**src/rtl/da_filter_pkg.sv**
```systemverilog
`timescale 1ns/1ps
package da_filter_pkg;
    localparam int unsigned DA_W    = 48;
    localparam int unsigned ENTRIES = 16;
    localparam int unsigned CNT_W   = 5;

    // Which rule decided a verdict, in falling priority.
    typedef enum logic [2:0] {
        PATH_NONE    = 3'd0,
        PATH_PROMISC = 3'd1,
        PATH_GROUP   = 3'd2,
        PATH_BCAST   = 3'd3,
        PATH_TABLE   = 3'd4
    } path_e;
endpackage

```
**src/rtl/da_filter_cam.sv**
```systemverilog
`timescale 1ns/1ps
// Station address table plus enable mask.
module da_filter_cam #(
    parameter int unsigned ENTRIES = da_filter_pkg::ENTRIES,
    parameter int unsigned DA_W    = da_filter_pkg::DA_W,
    localparam int unsigned IDX_W  = $clog2(ENTRIES)
) (
    input  logic                clk,
    input  logic                rst_n,
    input  logic                ent_we,
    input  logic [IDX_W-1:0]    ent_idx,
    input  logic [DA_W-1:0]     ent_data,
    input  logic                mask_we,
    input  logic [ENTRIES-1:0]  mask_data,
    output logic [DA_W-1:0]     ent_o [ENTRIES],
    output logic [ENTRIES-1:0]  mask_o
);
    logic [DA_W-1:0]    ent_d [ENTRIES];
    logic [DA_W-1:0]    ent_q [ENTRIES];
    logic [ENTRIES-1:0] mask_d, mask_q;

    always_comb begin
        ent_d  = ent_q;
        mask_d = mask_q;
        if (ent_we) begin
            ent_d[ent_idx] = ent_data;
        end
        if (mask_we) begin
            mask_d = mask_data;
        end
    end

    always_ff @(posedge clk or negedge rst_n) begin
        if (!rst_n) begin
            for (int i = 0; i < int'(ENTRIES); i++) begin
                ent_q[i] <= '0;
            end
            mask_q <= '0;
        end else begin
            ent_q  <= ent_d;
            mask_q <= mask_d;
        end
    end

    assign ent_o  = ent_q;
    assign mask_o = mask_q;
endmodule

```
**src/rtl/da_filter_match.sv**
```systemverilog
`timescale 1ns/1ps
// Parallel compare of the key against every enabled entry, lowest index wins.
module da_filter_match #(
    parameter int unsigned ENTRIES = da_filter_pkg::ENTRIES,
    parameter int unsigned DA_W    = da_filter_pkg::DA_W,
    localparam int unsigned IDX_W  = $clog2(ENTRIES)
) (
    input  logic [DA_W-1:0]     ent [ENTRIES],
    input  logic [ENTRIES-1:0]  mask,
    input  logic [DA_W-1:0]     key,
    output logic                hit,
    output logic [IDX_W-1:0]    hit_idx
);
    logic [ENTRIES-1:0] hit_vec;

    for (genvar g = 0; g < int'(ENTRIES); g++) begin : g_cmp
        assign hit_vec[g] = mask[g] && (ent[g] == key);
    end

    always_comb begin
        hit     = |hit_vec;
        hit_idx = '0;
        for (int i = int'(ENTRIES) - 1; i >= 0; i--) begin
            if (hit_vec[i]) begin
                hit_idx = IDX_W'(i);
            end
        end
    end
endmodule

```
**src/rtl/da_filter_decide.sv**
```systemverilog
`timescale 1ns/1ps
// Fixed-priority verdict: promiscuous unicast, group, broadcast, table.
module da_filter_decide #(
    parameter int unsigned ENTRIES = da_filter_pkg::ENTRIES,
    parameter int unsigned DA_W    = da_filter_pkg::DA_W,
    localparam int unsigned IDX_W  = $clog2(ENTRIES)
) (
    input  logic [DA_W-1:0]   key,
    input  logic              promisc,
    input  logic              all_grp,
    input  logic              bcast_en,
    input  logic              tbl_hit,
    input  logic [IDX_W-1:0]  tbl_idx,
    output logic              accept,
    output logic              grp_flag,
    output logic              bc_flag,
    output logic              hit_flag,
    output logic [IDX_W-1:0]  hit_idx
);
    import da_filter_pkg::*;

    // Least significant bit of the first byte on the wire.
    localparam int unsigned GRP_BIT = DA_W - 8;

    path_e path;
    logic  is_group;
    logic  is_bcast;

    assign is_group = key[GRP_BIT];
    assign is_bcast = &key;

    always_comb begin
        if (promisc && !is_group) begin
            path = PATH_PROMISC;
        end else if (all_grp && is_group) begin
            path = PATH_GROUP;
        end else if (bcast_en && is_bcast) begin
            path = PATH_BCAST;
        end else if (tbl_hit) begin
            path = PATH_TABLE;
        end else begin
            path = PATH_NONE;
        end
    end

    always_comb begin
        accept   = (path != PATH_NONE);
        grp_flag = (path == PATH_GROUP);
        bc_flag  = (path == PATH_BCAST);
        hit_flag = (path == PATH_TABLE);
        hit_idx  = (path == PATH_TABLE) ? tbl_idx : '0;
    end
endmodule

```
**src/rtl/da_filter_load.sv**
```systemverilog
`timescale 1ns/1ps
// Load sequencer: N entry beats, then one mask beat.
module da_filter_load #(
    parameter int unsigned ENTRIES = da_filter_pkg::ENTRIES,
    parameter int unsigned CNT_W   = da_filter_pkg::CNT_W,
    localparam int unsigned IDX_W  = $clog2(ENTRIES)
) (
    input  logic              clk,
    input  logic              rst_n,
    input  logic              start,
    input  logic [CNT_W-1:0]  count,
    input  logic              wr_valid,
    output logic              ent_we,
    output logic [IDX_W-1:0]  ent_idx,
    output logic              mask_we,
    output logic              busy,
    output logic              done
);
    typedef struct packed {
        logic             busy;
        logic             done;
        logic [CNT_W-1:0] left;
        logic [IDX_W-1:0] idx;
    } ld_state_t;

    ld_state_t s_d, s_q;

    always_comb begin
        s_d     = s_q;
        ent_we  = 1'b0;
        mask_we = 1'b0;
        if (!s_q.busy) begin
            if (start) begin
                s_d.busy = 1'b1;
                s_d.done = 1'b0;
                s_d.left = count;
                s_d.idx  = '0;
            end
        end else if (wr_valid) begin
            if (s_q.left != '0) begin
                ent_we   = 1'b1;
                s_d.idx  = s_q.idx + IDX_W'(1);
                s_d.left = s_q.left - CNT_W'(1);
            end else begin
                mask_we  = 1'b1;
                s_d.busy = 1'b0;
                s_d.done = 1'b1;
            end
        end
    end

    always_ff @(posedge clk or negedge rst_n) begin
        if (!rst_n) begin
            s_q <= '0;
        end else begin
            s_q <= s_d;
        end
    end

    assign ent_idx = s_q.idx;
    assign busy    = s_q.busy;
    assign done    = s_q.done;
endmodule

```
**src/rtl/da_filter.sv**
```systemverilog
`timescale 1ns/1ps
module da_filter #(
    parameter int unsigned ENTRIES = da_filter_pkg::ENTRIES,
    parameter int unsigned DA_W    = da_filter_pkg::DA_W,
    parameter int unsigned CNT_W   = da_filter_pkg::CNT_W,
    localparam int unsigned IDX_W  = $clog2(ENTRIES)
) (
    input  logic              clk,
    input  logic              rst_n,
    input  logic              cfg_promisc,
    input  logic              cfg_all_mcast,
    input  logic              cfg_bcast,
    input  logic              fr_valid,
    input  logic [DA_W-1:0]   fr_da,
    output logic              res_valid,
    output logic              res_accept,
    output logic              res_mcast,
    output logic              res_bcast,
    output logic              res_cam_hit,
    output logic [IDX_W-1:0]  res_idx,
    input  logic              ld_start,
    input  logic [CNT_W-1:0]  ld_count,
    input  logic              ld_wr_valid,
    input  logic [DA_W-1:0]   ld_wr_data,
    output logic              ld_busy,
    output logic              ld_done,
    input  logic              hold_rst,
    input  logic [IDX_W-1:0]  rd_ptr,
    output logic [DA_W-1:0]   rd_data
);
    typedef struct packed {
        logic             valid;
        logic             accept;
        logic             grp;
        logic             bc;
        logic             hit;
        logic [IDX_W-1:0] idx;
    } res_t;

    logic [DA_W-1:0]    ent [ENTRIES];
    logic [ENTRIES-1:0] mask;
    logic               ent_we, mask_we;
    logic [IDX_W-1:0]   ent_idx;
    logic               tbl_hit;
    logic [IDX_W-1:0]   tbl_idx;
    logic               v_accept, v_grp, v_bc, v_hit;
    logic [IDX_W-1:0]   v_idx;
    res_t               res_d, res_q;

    da_filter_load #(.ENTRIES(ENTRIES), .CNT_W(CNT_W)) u_load (
        .clk      (clk),
        .rst_n    (rst_n),
        .start    (ld_start),
        .count    (ld_count),
        .wr_valid (ld_wr_valid),
        .ent_we   (ent_we),
        .ent_idx  (ent_idx),
        .mask_we  (mask_we),
        .busy     (ld_busy),
        .done     (ld_done)
    );

    da_filter_cam #(.ENTRIES(ENTRIES), .DA_W(DA_W)) u_cam (
        .clk       (clk),
        .rst_n     (rst_n),
        .ent_we    (ent_we),
        .ent_idx   (ent_idx),
        .ent_data  (ld_wr_data),
        .mask_we   (mask_we),
        .mask_data (ld_wr_data[ENTRIES-1:0]),
        .ent_o     (ent),
        .mask_o    (mask)
    );

    da_filter_match #(.ENTRIES(ENTRIES), .DA_W(DA_W)) u_match (
        .ent     (ent),
        .mask    (mask),
        .key     (fr_da),
        .hit     (tbl_hit),
        .hit_idx (tbl_idx)
    );

    da_filter_decide #(.ENTRIES(ENTRIES), .DA_W(DA_W)) u_decide (
        .key      (fr_da),
        .promisc  (cfg_promisc),
        .all_grp  (cfg_all_mcast),
        .bcast_en (cfg_bcast),
        .tbl_hit  (tbl_hit),
        .tbl_idx  (tbl_idx),
        .accept   (v_accept),
        .grp_flag (v_grp),
        .bc_flag  (v_bc),
        .hit_flag (v_hit),
        .hit_idx  (v_idx)
    );

    always_comb begin
        res_d = '0;
        if (fr_valid) begin
            res_d.valid  = 1'b1;
            res_d.accept = v_accept;
            res_d.grp    = v_grp;
            res_d.bc     = v_bc;
            res_d.hit    = v_hit;
            res_d.idx    = v_idx;
        end
    end

    always_ff @(posedge clk or negedge rst_n) begin
        if (!rst_n) begin
            res_q <= '0;
        end else begin
            res_q <= res_d;
        end
    end

    assign res_valid   = res_q.valid;
    assign res_accept  = res_q.accept;
    assign res_mcast   = res_q.grp;
    assign res_bcast   = res_q.bc;
    assign res_cam_hit = res_q.hit;
    assign res_idx     = res_q.idx;

    assign rd_data = hold_rst ? ent[rd_ptr] : '0;
endmodule

```
**config.mk**
```make
export PLATFORM = sky130hd
export DESIGN_NAME = da_filter
export DESIGN_NICKNAME = d
export VERILOG_FILES = /design/src/rtl/da_filter_pkg.sv /design/src/rtl/da_filter_cam.sv /design/src/rtl/da_filter_match.sv /design/src/rtl/da_filter_decide.sv /design/src/rtl/da_filter_load.sv /design/src/rtl/da_filter.sv
export SDC_FILE = /design/constraint.sdc
export NUM_CORES = 2
export LEC_CHECK = 0
export BUFFER_PORTS_ARGS = -buffer_cell sky130_fd_sc_hd__buf_2
export CAP_MARGIN = 0
export CORE_ASPECT_RATIO = 1.2
export CORE_MARGIN = 5
export CORE_UTILIZATION = 60
export DETAILED_ROUTE_END_ITERATION = 10
export MAX_ROUTING_LAYER = met4
export PLACE_DENSITY = 0.89
export SLEW_MARGIN = 40
export SYNTH_ARGS = -nofsm -noshare
export SYNTH_HDL_FRONTEND = slang
export SYNTH_SLANG_ARGS = --single-unit
```
**constraint.sdc**
```tcl
create_clock -name clk -period 7.35 [get_ports clk]
set_input_delay 1.47 -clock clk [delete_from_list [all_inputs] [get_ports clk]]
set_output_delay 1.47 -clock clk [all_outputs]
set_load 0.05 [all_outputs]
```
== After elaboration in Yosys (flattened, before gate mapping) ==
Index checks and enable logic that the tools add are counted.
Storage, ports and cells
  register bits: 804
  output and inout bits: 59
  word-level logic and storage cells: 124
Cells by class
  add/subtract/negate cells: 2
  $lt $le $gt $ge: 3
  eq/ne operators: 22
  multiplexer cells: 40
  bitwise operators: 2
  reductions and logical operators: 28
Operator list (count)
  bitwise mux 768 bit: 1
  equality test 48 bit: 16
  binary-select mux 48 bit (select 4 bit): 1
  demux 48 bit (select 4 bit): 1
  2-to-1 mux 48 bit: 4
  2-to-1 mux 4 bit: 17
  AND reduction 48 bit: 1
  2-to-1 mux 11 bit: 3
  logical AND 1 bit: 20
  2-to-1 mux 9 bit: 2
  OR reduction 16 bit: 1
  2-to-1 mux 3 bit: 4
  >= comparator 5 bit, second input constant: 2
  inverter 4 -> 5 bit: 2
  equality test 3 x 2 -> 1 bit, second input constant: 2
  2-to-1 mux 1 bit: 6
  != test 2 bit, second input constant: 3
  AND reduction 3 bit: 2
  less-than comparator 5 x 1 -> 1 bit, second input constant: 1
  nonzero test 5 bit: 1
  subtractor 5 x 1 -> 5 bit, second input constant: 1
  adder 4 x 1 -> 4 bit, second input constant: 1
  equality test 3 bit, second input constant: 1
  nonzero test 3 bit: 1
  other kinds (3): 3

== Longest topological paths before layout ==
  depth in word-level cells: 20
  gate-level depth with buffers: 11
  gate-level depth less buffers: 9

== By module ==
From an unflattened synthesis, not the netlist that was laid out.
Second synthesis, totals
  cell total of the unflattened synthesis: 3831
  area total of the unflattened synthesis: 46299.4 um^2
By module, submodules not included
  da_filter_cam: instances 1, cells each 1722, area an instance 29348.1 um^2, seq. area each 19618.8 um^2
  da_filter_match: instances 1, cells each 1199, area an instance 9203.8 um^2, seq. area each 0.0 um^2
  da_filter: instances 1, cells each 813, area an instance 6904.1 um^2, seq. area each 225.2 um^2
  da_filter_load: instances 1, cells each 67, area an instance 656.9 um^2, seq. area each 275.3 um^2
  da_filter_decide: instances 1, cells each 30, area an instance 186.4 um^2, seq. area each 0.0 um^2

== Worst setup path after synthesis ==
Ideal clock, no wire load.
  path kind: input to output
  from: in rd_ptr[0]
  to: out rd_data[0]
  arrival: 3.698 ns
  required time: 5.880 ns
  slack: 2.182 ns
  stages on the path: 6
  path through: clkbuf_1 clkbuf_1 clkbuf_1 mux4_2 mux4_2 and2_1
Between the ends
  cells in the longest elaborated chain, start to end: 5
RTL lines
  from (decl): RTL line da_filter.sv:28  | input logic [IDX_W-1:0] rd_ptr,
  inverter 4 -> 5 bit (implied by the code): RTL line da_filter.sv:124  | assign rd_data = hold_rst ? ent[rd_ptr] : '0;
  binary-select mux 48 bit (select 4 bit): RTL line da_filter.sv:124
  2-to-1 mux 48 bit (implied by the code) (2 in series): RTL line da_filter.sv:124
  2-to-1 mux 48 bit: RTL line da_filter.sv:124
  to (decl): RTL line da_filter.sv:29  | output logic [DA_W-1:0] rd_data
No other way between the ends. The select of a mux whose other input is x is not followed.

== Worst setup path in the final report ==
  from: in rd_ptr[1]
  to: out rd_data[24]
The elaborated chain is that of the path after synthesis.

==> impl_metrics.env <==
export IMPL_ys_seq_area_share_pct=44.5
export IMPL_clkPwrFrac_pct=20.2
export IMPL_grt_overflow=0
export IMPL_drv_cap=0
export IMPL_vdd_drop_max_mv=0.332
export IMPL_r2r_cells=10
export IMPL_grt_pass1_vias=33100
export IMPL_areaGrowthSynthToFinish_pct=10.8
export IMPL_vias_per_cell=7.57
export IMPL_cts_clk_slew_worst_paths_ns=0.06
export IMPL_skew_ns=0.0298
export IMPL_final_util_pct=66.9
export IMPL_ctsHoldBuffers=0
export IMPL_antenna_found_initial=21
export IMPL_numCtsBuffers=84
export IMPL_rows=110
export IMPL_fillers=5436
export IMPL_cp_arrival_ns=3.95
export IMPL_grt_max_degree=155
export IMPL_cts_sinks=804
export IMPL_pin_count=173
export IMPL_layout_commonest_cell="dfrtp_1"
export IMPL_finalCritPeriodShare_pct=73.7
export IMPL_firstDrtPassIters=8
export IMPL_layout_common_cells="804 x dfrtp_1, 784 x mux2_2, 408 x xor2_1"
export IMPL_synth_seq_cells=804
export IMPL_synth_edf_count=0
export IMPL_yosysWarnings=0
export IMPL_hold_slack_ns=0.499
export IMPL_drive_above_1_share_pct=42.0
export IMPL_tightest_slew_ns=1.02
export IMPL_p_comb_share_pct=40.9
export IMPL_min_delay_path_depth=1
export IMPL_layout_min_cycle_time_ns=5.42
export IMPL_final_net_count=3524
export IMPL_async_reset_ff_share_pct=100
export IMPL_drt_initial_drc_count=5793
export IMPL_grt_pass1_wl_mm=296
export IMPL_syn_area_um2=45200
export IMPL_cts_tree="yes"
export IMPL_synth_area_top_cells="dfrtp_1 44%, mux2_2 20%, mux4_2 12%"
export IMPL_timing_final_ws_setup_ns=1.93
export IMPL_end_kind="primary output"
export IMPL_portBuffers=172
export IMPL_p_leak_nw=22.2
export IMPL_synth_flop_cell="dfrtp_1"
export IMPL_die_x_um=261
export IMPL_setup_tns_ns=0
export IMPL_clk_latency_ns=0.68
export IMPL_switching_share_pct=43.8
export IMPL_hpwl_mm=166
export IMPL_vias=34100
export IMPL_synth_area_per_cell_um2=13.4
export IMPL_fmax_ghz=0.185
export IMPL_route_antenna_remaining_nets=0
export IMPL_yosysTopAreaCellShare_pct=44.5
export IMPL_hold_violations=0
export IMPL_crit_fanout=68
export IMPL_critPathKind="primary input to primary output"
export IMPL_relSlewSlack_pct=31.3
export IMPL_netlist_instances=3375
export IMPL_drc=0
export IMPL_slew_violations=0
export IMPL_die_h_um=311
export IMPL_cts_root_buffer="clkbuf_16"
export IMPL_syn_nets=3494
export IMPL_dieArea_um2=81000
export IMPL_place_ws_ns=2.00
export IMPL_p_int_mw=13.0
export IMPL_outcome="completed"
export IMPL_hold_path_class="flip-flop to flip-flop"
export IMPL_setup_violations=0
export IMPL_postCtsSetupBuffers=0
export IMPL_start_util_pct=60.4
export IMPL_required_ns=5.88
export IMPL_groute_usage_overall_pct=56.0
export IMPL_p_per_area_nw_per_um2=460
export IMPL_totalWireLength_mm=221
export IMPL_gp_congestion=1.27
export IMPL_coreArea_um2=74900
export IMPL_wl_per_cell_um=49.0
export IMPL_clockBufferDepth=3
export IMPL_power_frac_seq_pct=39.0
export IMPL_worstSetupStartpointType="primary input"
export IMPL_synth_area_leader_cell="dfrtp_1"
export IMPL_grt_setup_unrepaired="no"
export IMPL_netSwitchingPower_mw=10.1
export IMPL_ctsHtreeMaxLevel=3
export IMPL_synth_cell_types=59
export IMPL_cts_resized_gates=0
## worst paths after layout
check | slack [ns] | from | endpoint
worst max-delay path | 1.93 | rd_ptr[1] | rd_data[24]
worst min-delay path | 0.50 | u_load.s_q[8] | u_load.s_q[8]
worst max register to register | 3.46 | u_load.s_q[4] | u_cam.ent_o[515]
worst min register to register | 0.50 | u_load.s_q[8] | u_load.s_q[8]
max in group asynchronous | 5.02 | rst_n | u_cam.ent_o[391]
min in group asynchronous | 0.70 | rst_n | u_cam.ent_o[555]
## metrics by stage
step / instance area [um^2] / cells / power [mW]
floorplan: 45200 / 3375 / 13.0
global placement: 46600 / 4320 / 17.4
detailed placement: 47000 / 4326 / 17.7
CTS: 49900 / 4479 / 22.3
global route: 50100 / 4499 / 23.2
finish: 50100 / 4502 / 23.1
## Yosys cell counts (all sizes together), types with 7 or more instances
| library cell | instances |
|---|---|
| dfrtp | 804 |
| mux2 | 784 |
| xor2 | 419 |
| xnor2 | 287 |
| mux4 | 240 |
| buf | 147 |
| clkbuf | 137 |
| nor4 | 128 |
| nand4 | 99 |
| and2 | 50 |
| inv | 48 |
| nand2 | 37 |
| nand3 | 24 |
| nor2 | 23 |
| nor3 | 18 |
| o21ai | 15 |
| a21oi | 11 |
| o22ai | 11 |
| a22o | 10 |
| o2bb2ai | 10 |
| o221ai | 8 |
| nand2b | 7 |
## registers in the layout, summed over array words and instances, names as in the netlist, 4 cells and up
| signal | cells |
|---|---|
| u_cam.ent_o | 768 |
| u_load.ent_idx | 4 |
| res_idx | 4 |
| u_load.s_q | 5 |
| u_cam.mask_o | 16 |
## power groups by stage
stage / sequential, mW / clock (mW) / combinational, mW
CTS: 8.82 / 4.63 / 8.88
global placement: 8.74 / 0 / 8.63
global route: 9.06 / 4.81 / 9.32
finish: 8.99 / 4.65 / 9.43
detailed placement: 8.88 / 0 / 8.80
floorplan: 7.75 / 0 / 5.26
## per-layer routing
| layer | wire (um) | track usage, % | part of all wire, % |
|---|---|---|---|
| met4 | 25800 | 45.2 | 12 |
| met5 | 0 | - | 0 |
| met3 | 31800 | 22.8 | 14 |
| met1 | 71800 | 65.6 | 33 |
| met2 | 91200 | 75.2 | 41 |
## kinds of logic (layout without fill, tap and decap cells)
group | count (synthesis) | after routing | share of synthesized area (%)
mux | 1025 | 1025 | 31.5
xor+xnor | 706 | 706 | 13.7
compound gates | 96 | 96 | 1.64
fa+ha+maj | 5 | 5 | 0.138
other cells | 0 | 22 | 0
buf+inv | 333 | 430 | 3.29
flops | 804 | 804 | 44.5
simple gates | 406 | 406 | 5.31
## area by class of cell
class                      count  area, um^2  share of cell area [%]
multi-input combinational   2238       24000                    47.9
sequential                   804       20100                    40.1
clock buffer                 115        2360                    4.71
timing repair buffer         228        1530                    3.05
tap                         1008        1260                    2.52
clock inverter                38         581                    1.16
inverter                      49         185                   0.369
antenna                       22        55.1                   0.110
## critical path, stage by stage
cell	delay, ns
clkbuf_8	0.56
buf_12	0.44
mux4_2	0.39
mux4_2	0.48
and2_1	0.23
buf_2	0.24
No activity file was read; power rests on OpenSTA's default activity.
